### config.mk
export PLATFORM = sky130hd
export DESIGN_NAME = audio_serial_rx
export DESIGN_NICKNAME = d
export VERILOG_FILES = /design/src/rtl/asr_pkg.sv /design/src/rtl/asr_sync.sv /design/src/rtl/asr_slot_deser.sv /design/src/rtl/asr_pair_out.sv /design/src/rtl/audio_serial_rx.sv
export SDC_FILE = /design/constraint.sdc
export NUM_CORES = 1
export LEC_CHECK = 0
export BUFFER_PORTS_ARGS = -buffer_cell sky130_fd_sc_hd__buf_4
export CAP_MARGIN = 10
export CORE_ASPECT_RATIO = 1.2
export CORE_MARGIN = 5
export CORE_UTILIZATION = 55
export CTS_CLUSTER_SIZE = 16
export DETAILED_ROUTE_END_ITERATION = 8
export HOLD_SLACK_MARGIN = 0.02
export PLACE_DENSITY_LB_ADDON = 0.15
export SLEW_MARGIN = 10
export SYNTH_ARGS = -nofsm -noshare
export SYNTH_HDL_FRONTEND = slang
export SYNTH_HIERARCHICAL = 1
export SYNTH_SLANG_ARGS = --single-unit
### constraint.sdc
create_clock -name clk -period 3.8 [get_ports clk]
set_clock_uncertainty 0.05 [all_clocks]
set_input_delay 0 -clock clk [delete_from_list [all_inputs] [get_ports clk]]
set_output_delay 0 -clock clk [all_outputs]
set_load 0.01 [all_outputs]
### src/rtl/asr_pkg.sv
package asr_pkg;
  typedef enum logic [1:0] {
    FMT_DLY  = 2'b00,
    FMT_RJ16 = 2'b01,
    FMT_RJ18 = 2'b10,
    FMT_RJ20 = 2'b11
  } fmt_e;

  localparam int SAMPLE_W = 20;

  typedef struct packed {
    logic                fin;
    logic                ok;
    logic                ch;
    logic [SAMPLE_W-1:0] word;
  } slot_res_t;
endpackage

### src/rtl/asr_sync.sv
module asr_sync #(
  parameter int W      = 1,
  parameter int STAGES = 2
) (
  input  logic         clk,
  input  logic         rst_n,
  input  logic [W-1:0] d,
  output logic [W-1:0] q
);
  logic [W-1:0] st [STAGES];

  always_ff @(posedge clk or negedge rst_n) begin
    if (!rst_n) begin
      for (int i = 0; i < STAGES; i++) st[i] <= '0;
    end else begin
      st[0] <= d;
      for (int i = 1; i < STAGES; i++) st[i] <= st[i-1];
    end
  end

  assign q = st[STAGES-1];
endmodule

### src/rtl/asr_slot_deser.sv
module asr_slot_deser
  import asr_pkg::*;
#(
  parameter int SLOT_MAX = 32
) (
  input  logic      clk,
  input  logic      rst_n,
  input  logic      clr,
  input  logic      rise,
  input  logic      ws,
  input  logic      sd,
  input  fmt_e      fmt,
  output slot_res_t res
);
  localparam int CNT_W = $clog2(SLOT_MAX + 1);
  localparam logic [CNT_W-1:0] OUTW_C = CNT_W'(SAMPLE_W);
  localparam logic [CNT_W-1:0] SMAX_C = CNT_W'(SLOT_MAX);

  logic                wsv, ws_last, armed, prev_ch, started;
  logic [SLOT_MAX-1:0] sreg;
  logic [CNT_W-1:0]    cnt;

  logic                ch, accept;
  logic [CNT_W-1:0]    sh;
  logic [SAMPLE_W-1:0] dly_word, rj_word;

  // channel of the bit under the current rise
  assign ch     = (fmt == FMT_DLY) ? ws_last : ws;
  assign accept = (fmt == FMT_DLY) ? (cnt < OUTW_C) : 1'b1;

  always_comb begin
    sh       = (cnt >= OUTW_C) ? '0 : (OUTW_C - cnt);
    dly_word = sreg[SAMPLE_W-1:0] << sh;
    case (fmt)
      FMT_RJ16: rj_word = SAMPLE_W'(sreg[15:0]) << (SAMPLE_W - 16);
      FMT_RJ18: rj_word = SAMPLE_W'(sreg[17:0]) << (SAMPLE_W - 18);
      default:  rj_word = SAMPLE_W'(sreg[19:0]) << (SAMPLE_W - 20);
    endcase
  end

  always_comb begin
    res.fin  = rise && wsv && armed && !clr && (ch != prev_ch);
    res.ok   = started;
    res.ch   = prev_ch;
    res.word = (fmt == FMT_DLY) ? dly_word : rj_word;
  end

  always_ff @(posedge clk or negedge rst_n) begin
    if (!rst_n) begin
      wsv     <= 1'b0;
      ws_last <= 1'b0;
      armed   <= 1'b0;
      prev_ch <= 1'b0;
      started <= 1'b0;
      sreg    <= '0;
      cnt     <= '0;
    end else if (clr) begin
      armed   <= 1'b0;
      started <= 1'b0;
    end else if (rise) begin
      ws_last <= ws;
      wsv     <= 1'b1;
      if (wsv) begin
        if (!armed) begin
          armed   <= 1'b1;
          prev_ch <= ch;
          started <= 1'b0;
          sreg    <= SLOT_MAX'(sd);
          cnt     <= CNT_W'(1);
        end else if (ch != prev_ch) begin
          prev_ch <= ch;
          started <= 1'b1;
          sreg    <= SLOT_MAX'(sd);
          cnt     <= CNT_W'(1);
        end else if (accept) begin
          sreg <= {sreg[SLOT_MAX-2:0], sd};
          if (cnt < SMAX_C) cnt <= cnt + CNT_W'(1);
        end
      end
    end
  end
endmodule

### src/rtl/asr_pair_out.sv
module asr_pair_out
  import asr_pkg::*;
(
  input  logic                clk,
  input  logic                rst_n,
  input  logic                clr,
  input  slot_res_t           res,
  input  logic                ready,
  output logic                valid,
  output logic [SAMPLE_W-1:0] left,
  output logic [SAMPLE_W-1:0] right
);
  logic                left_ok;
  logic [SAMPLE_W-1:0] left_hold;

  always_ff @(posedge clk or negedge rst_n) begin
    if (!rst_n) begin
      valid     <= 1'b0;
      left      <= '0;
      right     <= '0;
      left_ok   <= 1'b0;
      left_hold <= '0;
    end else begin
      if (valid && ready) valid <= 1'b0;
      if (clr) begin
        left_ok <= 1'b0;
      end else if (res.fin) begin
        if (!res.ch) begin
          left_ok   <= res.ok;
          left_hold <= res.word;
        end else begin
          left_ok <= 1'b0;
          if (res.ok && left_ok) begin
            left  <= left_hold;
            right <= res.word;
            valid <= 1'b1;
          end
        end
      end
    end
  end
endmodule

### src/rtl/audio_serial_rx.sv
module audio_serial_rx
  import asr_pkg::*;
#(
  parameter int SLOT_MAX    = 32,
  parameter int SYNC_STAGES = 2
) (
  input  logic                clk,
  input  logic                rst_n,
  input  logic                bclk_i,
  input  logic                wsel_i,
  input  logic                sdata_i,
  input  logic [1:0]          fmt_i,
  input  logic                ratio_sel_i,
  output logic                ratio_384_o,
  output logic                smp_valid_o,
  input  logic                smp_ready_i,
  output logic [SAMPLE_W-1:0] smp_left_o,
  output logic [SAMPLE_W-1:0] smp_right_o
);
  logic [2:0] bus_s;
  logic       bclk_q, rise, clr;
  fmt_e       fmt_cur, fmt_q;
  slot_res_t  res;

  asr_sync #(.W(3), .STAGES(SYNC_STAGES)) u_sync (
    .clk  (clk),
    .rst_n(rst_n),
    .d    ({bclk_i, wsel_i, sdata_i}),
    .q    (bus_s)
  );

  assign fmt_cur = fmt_e'(fmt_i);
  assign rise    = bus_s[2] && !bclk_q;
  assign clr     = (fmt_cur != fmt_q);

  always_ff @(posedge clk or negedge rst_n) begin
    if (!rst_n) begin
      bclk_q      <= 1'b0;
      fmt_q       <= FMT_DLY;
      ratio_384_o <= 1'b0;
    end else begin
      bclk_q      <= bus_s[2];
      fmt_q       <= fmt_cur;
      ratio_384_o <= ratio_sel_i;
    end
  end

  asr_slot_deser #(.SLOT_MAX(SLOT_MAX)) u_deser (
    .clk  (clk),
    .rst_n(rst_n),
    .clr  (clr),
    .rise (rise),
    .ws   (bus_s[1]),
    .sd   (bus_s[0]),
    .fmt  (fmt_cur),
    .res  (res)
  );

  asr_pair_out u_pair (
    .clk  (clk),
    .rst_n(rst_n),
    .clr  (clr),
    .res  (res),
    .ready(smp_ready_i),
    .valid(smp_valid_o),
    .left (smp_left_o),
    .right(smp_right_o)
  );
endmodule

==> metrics.txt <==
DR DRC count=0; Worst Path Arrival=3540 ps; setup bufs post-CTS=0; max_slew headroom=0.3972; Tightest Hold Check Type=in2async; CP endpoint kind=register; Final period util=0.8673; Final Wtd Congestion=0.9647; nets=653; Routed met2 length=7.182 mm; CTS sink cnt=103; crit path kind=reg2reg; Reg2Reg Depth=9; synthesized area=0.005989 mm²; initial antenna violation count=0; Root Buffer=clkbuf_16; Vias=4825; Leak=3.080 nW; Clock transition at path regs=80 ps; met3 WL=827 µm; Longest Clk Path Bufs=2; status=complete, no violations; Final Core Density=0.6386; pwr dens=499.5 mW/mm²; Final Hold Vio Count=0; worst hold margin=218.8 ps; synthesized instance count=616; Core Box Area=0.01057 mm²; Synth async-reset ratio=1.000; Syn Area/Cell=9.723 µm²; DRT Pass-1 Iters=5; Synth Warn #=6; Syn Nets=630; Distinct cells, synth=69; clock share of power=0.300; Max rail drop VDD=0.3309 mV; DP Worst Slack=512.2 ps; fin cells=773; final setup violating endpoints=0; Layout fillers=889; Worst Path Required=4040 ps; Starting Density=0.5668; PortBufs=50; CP Launch Type=register; Gate power share=0.356; Finished Cell Area=0.006749 mm²; Setup TNS=0 ps; worst slew pin tran=904.2 ps; commonest non-fill, non-tap cell in the layout=dfrtp_1; Die Span Y=124.3 µm; Register Area=0.002577 mm²; Sequential Power Share=0.344; Synth Register Bits=103; initial DRC count=385; Die Wd=105.3 µm; Most used DFF post-synth=dfrtp_1; most area-hungry cell type in the Yosys netlist=dfrtp_1; internal power=2.188 mW; remaining antenna violation count=0; RSZ-0062 raised after global routing=no; R2R Setup Slk=500 ps; GRT Overall Usage=0.2257; min Tclk post-route=3296 ps; remaining global-route overflow=0; Max H-tree Level=3; via density per instance=6.242; Layout area overhead=12.68%; reg2reg end=u_pair/left_hold[18]; Switching Power=1.183 mW; post-synth top area share=0.4303; Metal-1 WL=6.421 mm; Std-Cell Rows=41; Placed Cells incl. Taps=749; CTS tree=yes; Top Layer Used=met4; Antenna Cells=0; Area contributors post-synth=dfrtp_1 (43%), mux2_2 (11%), nand2_1 (4.4%); Total Power=3.371 mW; largest net degree at the start of global routing=65; worst setup margin=504.4 ps; number of global-route vias before repair=4679; clock latency on the worst-skew pair=350 ps; commonest cells after routing, fill and taps aside=dfrtp_1 (103), nand2_1 (71), buf_4 (70); total CTS buffers=9; Max-Cap Viols=0; area taken by multi-input logic gates=0.003017 mm²; Post-DP HPWL=10.72 mm; EDFF count, synth=0; first-pass GRT wire length=24.35 mm; Post-DP Area=0.006341 mm²; layout cells sized above 1=0.2640; fin. max-slew vios=0; Sw Share=0.3510; Crit Path Max Fanout=31; final wirelength=14.82 mm; die area=0.01309 mm²; Max Clk Rate=303.4 MHz; IO Count=51; DR WL/cell=19.17 µm; Seq/Total Area, Yosys=0.4303; worst r2r src=u_deser/cnt[1]
## power groups by stage
stage	Clock [mW]	Sequential, mW	Combinational [mW]
5_1_grt	1.08	1.16	1.29
6_report	1.01	1.16	1.20
2_1_floorplan	0	1.16	0.901
4_1_cts	1.03	1.16	1.18
3_5_place_dp	0	1.18	1.17
3_3_place_gp	0	1.18	1.16
## registers in the layout (all words and copies together) (netlist names), 2 cells and up
name and cells:
u_deser/sreg 20, u_pair/right 20, u_pair/left 20, u_sync/st 3
u_deser/cnt 6, u_sync/q 3, fmt_q 2, u_pair/left_hold 20
## cells in the mapped netlist (7+ instances only)
| cell | n |
|---|---|
| buf_2 | 17 |
| a31oi_1 | 9 |
| o211ai_1 | 9 |
| inv_1 | 16 |
| clkbuf_1 | 32 |
| a211oi_1 | 9 |
| nor3_1 | 8 |
| mux2i_1 | 11 |
| o221a_2 | 8 |
| o21ai_0 | 46 |
| xnor2_1 | 7 |
| dfrtp_1 | 103 |
| a22oi_1 | 18 |
| nand3_1 | 10 |
| nand2b_1 | 9 |
| nor2_1 | 43 |
| buf_4 | 12 |
| nand2_1 | 71 |
| o22ai_1 | 7 |
| a21oi_1 | 18 |
| mux2_2 | 60 |
| nor2b_1 | 9 |
## cell families (layout without fill, tap and decap cells)
kind of cell	count (synthesis)	count (layout)	synth area share
AOI/OAI and AO/OA	171	171	0.2054
xor gates and xnor gates	7	7	0.01024
adders and majority gates	5	5	0.01044
buffers and inverters	82	110	0.06643
DFF	103	103	0.4303
muxes	76	76	0.1416
and+or+nand+nor	172	172	0.1356
## how the worst max path moves through the flow
stage                                 endpoint      startpoint  cells past startpoint
after floorplan           u_pair/left_hold[19]  u_deser/cnt[0]                     11
after global placement        u_pair/right[18]  u_deser/cnt[1]                      9
after detailed placement  u_pair/left_hold[18]  u_deser/cnt[1]                      9
after CTS                 u_pair/left_hold[18]  u_deser/cnt[1]                      9
after global routing      u_pair/left_hold[18]  u_deser/cnt[1]                      9
final                     u_pair/left_hold[18]  u_deser/cnt[1]                      9
## cell type report
| class | instances | share of cell area |
|---|---|---|
| multi-input combinational | 431 | 0.4470 |
| sequential | 103 | 0.3819 |
| timing repair buffer | 78 | 0.08973 |
| clock buffer | 9 | 0.03337 |
| tap | 129 | 0.02392 |
| clock inverter | 7 | 0.01520 |
| inverter | 16 | 0.008899 |
## critical path, cell delays in order (launching register included)
cell	delay (ps)
dfrtp_1	430
inv_1	80
ha_1	880
buf_4	330
nor2_1	70
a31o_2	210
a2111oi_0	570
a2111oi_0	160
a21oi_1	250
mux2_2	200
## layer usage
metal / GRT usage / vias to the layer above
met1: 0.3018 / 2348
met4: 0.08277 / 0
met5: 0 / -
met3: 0.04458 / 32
li1: - / 2274
met2: 0.3621 / 171
## repair_timing
item / in CTS / in global routing
hold buffers: 8 / 0
gates resized for setup: 0 / 0
endpoints found under the hold margin: 70 / 0
Note: power is estimated with default switching activity, not from simulation.
